==> src/rtl/lbe_pkg.sv <==
package lbe_pkg;

  typedef struct packed {
    logic        pwm;
    logic        flash;
    logic [1:0]  cyc;
    logic [2:0]  sw;
    logic [2:0]  ext;
    logic [11:0] duty;
    logic [11:0] slope;
    logic [11:0] on_pt;
    logic [11:0] off_pt;
  } lbe_cfg_t;

  // High while the phase position lies inside the pulse for this level.
  function automatic logic pwm_hit(input int unsigned pos,
                                   input logic [3:0] lvl,
                                   input int unsigned phase_ticks);
    int unsigned l;
    l = {28'd0, lvl};
    return (pos * 15) < (l * phase_ticks);
  endfunction

  // Slot membership in the lit window, wrapping when on > off.
  function automatic logic in_window(input logic [3:0] s,
                                     input logic [3:0] on_p,
                                     input logic [3:0] off_p);
    if (on_p < off_p) return (s >= on_p) && (s < off_p);
    return (s >= on_p) || (s < off_p);
  endfunction

  // Level used when on and off points coincide: steady duty or dark.
  function automatic logic [3:0] pinned_level(input logic [3:0] on_p,
                                              input logic [3:0] duty_c);
    return (on_p == 4'd0) ? duty_c : 4'd0;
  endfunction

endpackage

==> src/rtl/lbe_timebase.sv <==
module lbe_timebase #(
  parameter int TICK_DIV    = 100,
  parameter int PHASE_TICKS = 50,
  parameter int SLOT_FRAMES = 104,
  localparam int POS_W      = $clog2(PHASE_TICKS),
  localparam int SF_W       = $clog2(SLOT_FRAMES * 8)
) (
  input  logic             clk,
  input  logic             rst_n,
  input  logic             run,
  input  logic [1:0]       cyc,
  output logic             frame_end,
  output logic [POS_W-1:0] pos_q,
  output logic [1:0]       phase_q,
  output logic [3:0]       slot_q
);

  localparam logic [POS_W-1:0] POS_LAST = POS_W'(PHASE_TICKS - 1);

  logic tick;

  generate
    if (TICK_DIV > 1) begin : g_div
      localparam int TD_W = $clog2(TICK_DIV);
      localparam logic [TD_W-1:0] TD_LAST = TD_W'(TICK_DIV - 1);
      logic [TD_W-1:0] div_q;
      always_ff @(posedge clk or negedge rst_n) begin
        if (!rst_n)               div_q <= '0;
        else if (!run)            div_q <= '0;
        else if (div_q == TD_LAST) div_q <= '0;
        else                      div_q <= div_q + 1'b1;
      end
      assign tick = run && (div_q == TD_LAST);
    end else begin : g_nodiv
      assign tick = run;
    end
  endgenerate

  assign frame_end = tick && (pos_q == POS_LAST) && (phase_q == 2'd2);

  logic [SF_W:0]   slot_len;
  logic [SF_W-1:0] fc_q;
  logic            slot_wrap;

  assign slot_len  = (SF_W + 1)'(SLOT_FRAMES) << cyc;
  assign slot_wrap = ({1'b0, fc_q} == (slot_len - 1'b1));

  always_ff @(posedge clk or negedge rst_n) begin
    if (!rst_n) begin
      pos_q   <= '0;
      phase_q <= '0;
      fc_q    <= '0;
      slot_q  <= '0;
    end else if (!run) begin
      pos_q   <= '0;
      phase_q <= '0;
      fc_q    <= '0;
      slot_q  <= '0;
    end else begin
      if (tick) begin
        if (pos_q == POS_LAST) begin
          pos_q   <= '0;
          phase_q <= (phase_q == 2'd2) ? 2'd0 : phase_q + 2'd1;
        end else begin
          pos_q <= pos_q + 1'b1;
        end
      end
      if (frame_end) begin
        if (slot_wrap) begin
          fc_q   <= '0;
          slot_q <= slot_q + 4'd1;
        end else begin
          fc_q <= fc_q + 1'b1;
        end
      end
    end
  end

endmodule

==> src/rtl/lbe_ramp.sv <==
module lbe_ramp
  import lbe_pkg::*;
#(
  parameter int STEP_FRAMES = 14,
  localparam int IV_W       = $clog2(31 * STEP_FRAMES + 1)
) (
  input  logic       clk,
  input  logic       rst_n,
  input  logic       run,
  input  logic       frame_end,
  input  logic [3:0] slot,
  input  logic [3:0] duty_c,
  input  logic [3:0] slope_c,
  input  logic [3:0] on_c,
  input  logic [3:0] off_c,
  output logic [3:0] lvl_q
);

  logic [IV_W-1:0] cnt_q;
  logic [IV_W-1:0] limit;
  logic [3:0]      target;
  logic            pinned;

  assign limit  = IV_W'((2 * int'(slope_c) + 1) * STEP_FRAMES - 1);
  assign pinned = (on_c == off_c);
  assign target = in_window(slot, on_c, off_c) ? duty_c : 4'd0;

  always_ff @(posedge clk or negedge rst_n) begin
    if (!rst_n) begin
      lvl_q <= '0;
      cnt_q <= '0;
    end else if (!run) begin
      lvl_q <= '0;
      cnt_q <= '0;
    end else if (frame_end) begin
      if (pinned) begin
        lvl_q <= pinned_level(on_c, duty_c);
        cnt_q <= '0;
      end else if (lvl_q == target) begin
        cnt_q <= '0;
      end else if (cnt_q >= limit) begin
        lvl_q <= (lvl_q < target) ? lvl_q + 4'd1 : lvl_q - 4'd1;
        cnt_q <= '0;
      end else begin
        cnt_q <= cnt_q + 1'b1;
      end
    end
  end

endmodule

==> src/rtl/lbe_phase_mux.sv <==
module lbe_phase_mux
  import lbe_pkg::*;
#(
  parameter int PHASE_TICKS = 50,
  parameter int POS_W       = 6
) (
  input  logic             start,
  input  logic             pwm_on,
  input  logic             flash_on,
  input  logic [2:0]       sw,
  input  logic [2:0]       ext_sel,
  input  logic             ext_pwm,
  input  logic [11:0]      lvl,
  input  logic [11:0]      duty,
  input  logic [11:0]      on_pt,
  input  logic [11:0]      off_pt,
  input  logic [POS_W-1:0] pos,
  input  logic [1:0]       phase,
  output logic [2:0]       led
);

  for (genvar c = 0; c < 3; c++) begin : g_col
    logic [3:0] eff;
    logic       active;
    logic       raw;
    logic       gate;

    assign eff    = (on_pt[4*c +: 4] == off_pt[4*c +: 4])
                    ? pinned_level(on_pt[4*c +: 4], duty[4*c +: 4])
                    : lvl[4*c +: 4];
    assign active = flash_on || (phase == 2'(c));
    assign raw    = pwm_on ? (active && pwm_hit(32'(pos), eff, PHASE_TICKS))
                           : sw[c];
    assign gate   = !ext_sel[c] || ext_pwm;
    assign led[c] = start && raw && gate;
  end

endmodule

==> src/rtl/rgb_blink_engine.sv <==
module rgb_blink_engine
  import lbe_pkg::*;
#(
  parameter int TICK_DIV    = 100,
  parameter int PHASE_TICKS = 50,
  parameter int STEP_FRAMES = 14,
  parameter int SLOT_FRAMES = 104
) (
  input  logic        clk,
  input  logic        rst_n,
  input  logic        start,
  input  logic        pwm_en,
  input  logic        flash_en,
  input  logic [1:0]  cycle_sel,
  input  logic [2:0]  sw_en,
  input  logic [2:0]  ext_en,
  input  logic        ext_pwm,
  input  logic [11:0] duty,
  input  logic [11:0] slope,
  input  logic [11:0] on_pt,
  input  logic [11:0] off_pt,
  output logic [2:0]  led
);

  localparam int POS_W = $clog2(PHASE_TICKS);

  lbe_cfg_t         cfg_live;
  lbe_cfg_t         cfg_q;
  logic             frame_end;
  logic [POS_W-1:0] pos_q;
  logic [1:0]       phase_q;
  logic [3:0]       slot_q;
  logic [11:0]      lvl_all;

  assign cfg_live = '{pwm: pwm_en, flash: flash_en, cyc: cycle_sel,
                      sw: sw_en, ext: ext_en, duty: duty, slope: slope,
                      on_pt: on_pt, off_pt: off_pt};

  // Shadow copy: follows inputs while stopped, refreshes at frame ends.
  always_ff @(posedge clk or negedge rst_n) begin
    if (!rst_n)                  cfg_q <= '0;
    else if (!start || frame_end) cfg_q <= cfg_live;
  end

  lbe_timebase #(
    .TICK_DIV(TICK_DIV), .PHASE_TICKS(PHASE_TICKS), .SLOT_FRAMES(SLOT_FRAMES)
  ) u_tb (
    .clk(clk), .rst_n(rst_n), .run(start), .cyc(cfg_q.cyc),
    .frame_end(frame_end), .pos_q(pos_q), .phase_q(phase_q), .slot_q(slot_q)
  );

  for (genvar c = 0; c < 3; c++) begin : g_ramp
    lbe_ramp #(.STEP_FRAMES(STEP_FRAMES)) u_ramp (
      .clk(clk), .rst_n(rst_n), .run(start), .frame_end(frame_end),
      .slot(slot_q),
      .duty_c(cfg_q.duty[4*c +: 4]), .slope_c(cfg_q.slope[4*c +: 4]),
      .on_c(cfg_q.on_pt[4*c +: 4]), .off_c(cfg_q.off_pt[4*c +: 4]),
      .lvl_q(lvl_all[4*c +: 4])
    );
  end

  lbe_phase_mux #(.PHASE_TICKS(PHASE_TICKS), .POS_W(POS_W)) u_mux (
    .start(start), .pwm_on(cfg_q.pwm), .flash_on(cfg_q.flash),
    .sw(cfg_q.sw), .ext_sel(cfg_q.ext), .ext_pwm(ext_pwm),
    .lvl(lvl_all), .duty(cfg_q.duty), .on_pt(cfg_q.on_pt),
    .off_pt(cfg_q.off_pt), .pos(pos_q), .phase(phase_q), .led(led)
  );

endmodule

==> config.mk <==
export PLATFORM = sky130hd
export DESIGN_NAME = rgb_blink_engine
export DESIGN_NICKNAME = d
export VERILOG_FILES = /design/src/rtl/lbe_pkg.sv /design/src/rtl/lbe_timebase.sv /design/src/rtl/lbe_ramp.sv /design/src/rtl/lbe_phase_mux.sv /design/src/rtl/rgb_blink_engine.sv
export SDC_FILE = /design/constraint.sdc
export NUM_CORES = 1
export LEC_CHECK = 0
export BUFFER_PORTS_ARGS = -buffer_cell sky130_fd_sc_hd__clkbuf_2
export CORE_ASPECT_RATIO = 0.5
export CORE_UTILIZATION = 41
export DETAILED_ROUTE_END_ITERATION = 12
export GPL_ROUTABILITY_DRIVEN = 0
export HOLD_SLACK_MARGIN = 0.02
export SLEW_MARGIN = 20
export SYNTH_ARGS = -nofsm -noshare
export SYNTH_HDL_FRONTEND = slang
export SYNTH_SLANG_ARGS = --single-unit
export TNS_END_PERCENT = 10
==> constraint.sdc <==
create_clock -name clk -period 5.05 [get_ports clk]
set_input_delay 0.505 -clock clk [delete_from_list [all_inputs] [get_ports clk]]
set_output_delay 0.505 -clock clk [all_outputs]
set_load 0.01 [all_outputs]
-- Word-level counts from Yosys, hierarchy flattened
Index checks and enable logic that the tools add are counted.
- eq/ne operators: 21
- reduce and logical (&&, ||, !) cells: 38
- add/sub/neg operators: 21
- order comparisons: 18
- $mul: 7
- shift operators: 1
- multiplexer cells: 69
- operator list (operator ; count):
    two-way mux 9 bit ; 15
    two-way mux 4 bit ; 30
    multiplier 32 x 4 -> 8 bit, second input constant ; 3
    < comparator 4 bit ; 9
    < comparator 10 bit ; 3
    two-way mux 10 bit ; 3
    adder 9 x 1 -> 9 bit, second input constant ; 3
    greater-or-equal comparator 9 bit ; 3
    multiplier 4 x 5 -> 9 bit, second input constant ; 3
    subtractor 9 x 2 -> 9 bit, second input constant ; 3
    equality test 4 bit ; 6
    adder 5 x 1 -> 6 bit, second input constant ; 3
    two-way mux 6 bit ; 3
    adder 4 x 1 -> 4 bit, second input constant ; 4
    logical AND 1 bit ; 15
    two-way mux 7 bit ; 2
    greater-or-equal comparator 4 bit ; 3
    logical NOT 4 bit ; 3
    two-way mux 1 bit ; 12
    subtractor 4 x 1 -> 4 bit, second input constant ; 3
    equality test 10 x 11 -> 1 bit ; 1
    left shift 7 x 2 -> 11 bit, first input constant ; 1
    subtractor 11 x 1 -> 11 bit, second input constant ; 1
    adder 10 x 1 -> 10 bit, second input constant ; 1
    other kinds (17) ; 42
- register bits after elaboration: 126
- bits of input ports: 62
- logic and storage cells: 195
- output and inout port bits: 3

-- Longest topological paths before layout
- word-level depth: 12
- gate-level depth with buffers: 20
- mapped depth without buffers: 20

-- Modules after synthesis
Synthesis repeated with hierarchy kept, for this count alone.
- cells, all modules: 1150
- area, all modules: 11238.3 um2
- by module, submodules not included (module ; area an instance (um2) ; sequential area each (um2) ; times used ; cells each):
    lbe_ramp at g_ramp[0].u_ramp ... ; 1711.6 ; 325.3 ; 2 ; 195
    lbe_phase_mux ; 2287.2 ; 0.0 ; 1 ; 283
    rgb_blink_engine ; 2242.2 ; 1451.4 ; 1 ; 123
    lbe_timebase ; 1689.1 ; 725.7 ; 1 ; 179
    lbe_ramp at g_ramp[1].u_ramp ; 1596.5 ; 325.3 ; 1 ; 175

-- Least setup slack after synthesis
Ideal clock, no wire load.
- path kind: register -> output
- start: register u_tb.pos_q[3]
- end: output led[0]
- stages on the path, launching flop included: 17
- path buffers: 0
- slack: 0.694 ns
- arrival: 3.851 ns
- data required time: 4.545 ns
- path through: dfrtp_1 inv_1 fa_1 fa_1 inv_1 ha_1 nor2b_1 o21ai_0 a21boi_0 o21a_1 nor2_1 xnor2_1 ha_1 nor2b_1 o21ai_0 o311ai_1 a221oi_1
- word-level cells in the longest chain between the ends: 6
- ends and longest elaborated chain (what ; RTL line ; source):
    start, declared ; lbe_timebase.sv:13 ; output logic [POS_W-1:0] pos_q,
    start signal, assigned ; lbe_timebase.sv:65 ; pos_q <= pos_q + 1'b1;
    multiplier 6 x 4 -> 10 bit ; lbe_pkg.sv:21 ; return (pos * 15) < (l * phase_ticks);
    < comparator 10 bit ; lbe_pkg.sv:21 ;
    logical AND 1 bit ; lbe_phase_mux.sv:32 ; assign raw = pwm_on ? (active && pwm_hit(32'(pos), eff, PHASE_TICKS))
    two-way mux 1 bit ; lbe_phase_mux.sv:32 ;
    logical AND 1 bit (2 in series) ; lbe_phase_mux.sv:35 ; assign led[c] = start && raw && gate;
    end, declared ; rgb_blink_engine.sv:22 ; output logic [2:0] led
Every way passes these cells.

-- Worst setup path after layout
- start: register u_tb.pos_q[0]
- end: output led[0]
The elaborated chain is that of the path after synthesis.

==> reports/qor.txt <==
Status: completed
RSZ-0062 raised after global routing: true
Most common cell in the netlist: ha_1
Clk buf depth: 2
Worst skew pair latency: 0.43 ns
Reg2Reg Capture Point: g_ramp[0].u_ramp.lvl_q[3]
Final Hold Fails: 0
Final core utilization: 0.4777
Fin Setup TNS: 0 ns
CP Class: reg -> out
Layout area overhead: 14.24%
Clock power share: 0.373
Crit-path max cell delay: 0.57 ns
Reg power frac: 0.310
Num CTS Buffers: 17
DP Area: 11240 um^2
Routed Antenna Nets: 0
Initial antenna violation count: 0
Die H: 115.3 um
CTS tree: yes
Sequential share of the synthesized area: 0.2994
Netlist Area Pre-Place: 10530 um^2
Combinational fraction of design power: 0.316
Place WS: 0.1776 ns
Pleak: 6.237 nW
Post-synth top cells: ha_1, nand2_1, inv_1, dfrtp_1, o21ai_0
Mean post-synth cell area: 8.896 um^2
Average wire per standard cell: 15.32 um
Post-synth EDFFs: 0
Crit Path Max Fanout: 3
Clk_skew: 0.01276 ns
Routed vias/inst: 5.267
Number of I/O pins: 65
DRC viols: 0
Slew Limit Headroom: 0.4374
Psw: 1.230 mW
Initial core utilization: 0.4182
Antenna Cells: 0
Critical path buffers and inverters: 3
Wirelength, routed: 24730 um
# setup viols final: 0
Sw Ratio: 0.3304
Reg-to-reg critical path startpoint: u_tb.slot_q[0]
Iteration-0 DRC Markers: 453
Pwr Total: 3.724 mW
Hold Slack: 0.1214 ns
IO buf count: 64
CP required: 4.55 ns
Hpwl dp: 18770 um
Mapped Cells: 1184
VDD IR max: 242.6 uV
Startpoint Class: flop
Leading post-synthesis cells by cell area: dfrtp_1, ha_1, nand2_1
Yosys warns: 0
GRT Residual Overflow: 0
Largest net degree at the start of global routing: 58
Total track usage: 0.1954
Layout Cells excl Fill: 1614
Power Density: 309.5 nW/um^2
First-pass DRT Iterations: 7
Total Nets Final: 1529
Ratio of cells with drive above 1 in the final layout: 0.1181
CORE AREA: 25190 um^2
Critical path arrival: 4.46 ns
Syn Nets: 1455
Distinct cell type count after synthesis: 74
Crit path capture type: output port
Yosys top cell area share: 0.2994
Final min period: 4.964 ns
Root Driver: clkbuf_16
Worst slew pin tran: 0.8412 ns
Clock Sinks: 126
Clock transition at the registers of the reported paths: 0.06 ns
First-pass GRT wire length: 41160 um
Inst Count DP: 1575
Top FF cell, synth: dfrtp_1
Tightest Hold Check Type: in -> async
Area leader, netlist: dfrtp_1
Async SR Flop Fraction: 1.000
Synth Register Bits: 126
Die area: 26370 um^2
Worst setup margin: 0.08565 ns
Worst R2R Path Depth: 19
Internal: 2.494 mW
Slowest cell on the critical path: fa_1
Layout filler cell count: 2365
CTS HTree Levels: 4
Routed via count: 8501
Critical path's top delay family: adder cells
Crit path cell chain: fa_1, inv_1, fa_1, inv_1, ha_1, a21o_1, a21oi_2, o21ai_2, o41ai_4, xnor2_2, ha_1, nor3b_2, o311ai_1, a221oi_1, buf_2
Final Cell Area: 12030 um^2
Final period util: 0.9830
Reg-to-reg slack, setup: 0.71 ns
F_max: 0.2014 GHz
Max_cap viols: 0
Max-slew violation count: 0
Site row count: 41
Number of global-route vias before repair: 8408
Hold-fix buffers, CTS: 0
Chip width: 228.7 um
registers in the layout (all words and copies together), names as in the netlist:
signal / count
g_ramp.u_ramp.cnt_q: 27
u_tb.g_div.div_q: 7
u_tb.fc_q: 10
u_tb.pos_q: 6
u_tb.slot_q: 4
cfg_q: 58
u_tb.phase_q: 2
g_ramp.u_ramp.lvl_q: 12
final cells by class:
type | count | area, um^2 | area share
multi-input cells | 900 | 6847 | 0.5690
well taps | 344 | 430.4 | 0.03577
repair buffers | 80 | 442.9 | 0.03681
clock inverters | 10 | 183.9 | 0.01529
clock buffers | 21 | 470.5 | 0.03910
inverters | 133 | 501.7 | 0.04170
flip-flops and latches | 126 | 3157 | 0.2623
kinds of logic after synthesis:
family                   Yosys count  share of synthesized area
AO/OA/AOI/OAI                    249                     0.1487
XOR/XNOR                          61                    0.05073
adder cells (fa/ha/maj)          212                     0.2661
buffers and inverters            158                    0.05797
flip-flops                       126                     0.2994
multiplexers                       4                   0.003920
AND/OR/NAND/NOR                  374                     0.1732
placed cells by master, fill, tap and decap left out, types with 17 or more instances in the layout:
cell type	n
o21ai_0	83
a21o_1	30
nor2_1	51
clkbuf_16	17
inv_1	130
xor2_1	28
xnor2_1	30
ha_1	188
nand2b_1	18
nand3_1	25
fa_1	21
dfrtp_1	123
a21oi_1	52
nand2_1	176
buf_4	17
clkbuf_2	62
power by group through the flow:
stage          Combinational, mW  Sequential, mW  Clock (mW)
2_1_floorplan              0.891            1.15           0
3_3_place_gp                1.13            1.17           0
3_5_place_dp                1.18            1.17           0
4_1_cts                     1.19            1.16        1.42
5_1_grt                     1.36            1.17        1.47
6_report                    1.18            1.16        1.39
worst register-to-register path, cell delays in order, from the launching register on:
cell and delay, ns:
dfrtp_1 0.50, inv_1 0.17, ha_1 0.29, nand2b_1 0.14
a21o_1 0.18, a21o_1 0.16, a21o_1 0.17, maj3_1 0.43
nand2_1 0.11, ha_1 0.26, a21oi_1 0.19, o21a_1 0.24
inv_1 0.09, ha_1 0.30, a21o_1 0.15, a21oi_1 0.17
xnor2_1 0.16, xnor2_1 0.14, a21boi_0 0.10, o311ai_1 0.29
per-layer routing:
layer	global-route usage	part of all wire
met1	0.2556	0.48
met2	0.3337	0.47
met3	0.03571	0.035
met4	0.05414	0.013
met5	0	0
worst max-delay path by stage:
| stage | start | to | slack [ns] | cells after the start |
|---|---|---|---|---|
| final | u_tb.pos_q[0] | led[0] | 0.09 | 15 |
| after detailed placement | u_tb.pos_q[3] | led[0] | 0.18 | 17 |
| after global placement | u_tb.pos_q[3] | led[0] | 0.38 | 17 |
| after floorplan | u_tb.pos_q[3] | led[0] | 0.69 | 16 |
| after CTS | u_tb.pos_q[0] | led[0] | -0.006 | 17 |
| after global routing | u_tb.pos_q[1] | led[1] | -0.11 | 18 |
timing repair:
| item | 4_1_cts | 5_1_grt |
|---|---|---|
| setup endpoints to repair | 3 | 3 |
| pin swaps | 4 | 11 |
| cloned | 0 | 0 |
| buffers inserted | 5 | 3 |
| resized for setup | 11 | 14 |
Power figures use the tool's default switching activity.
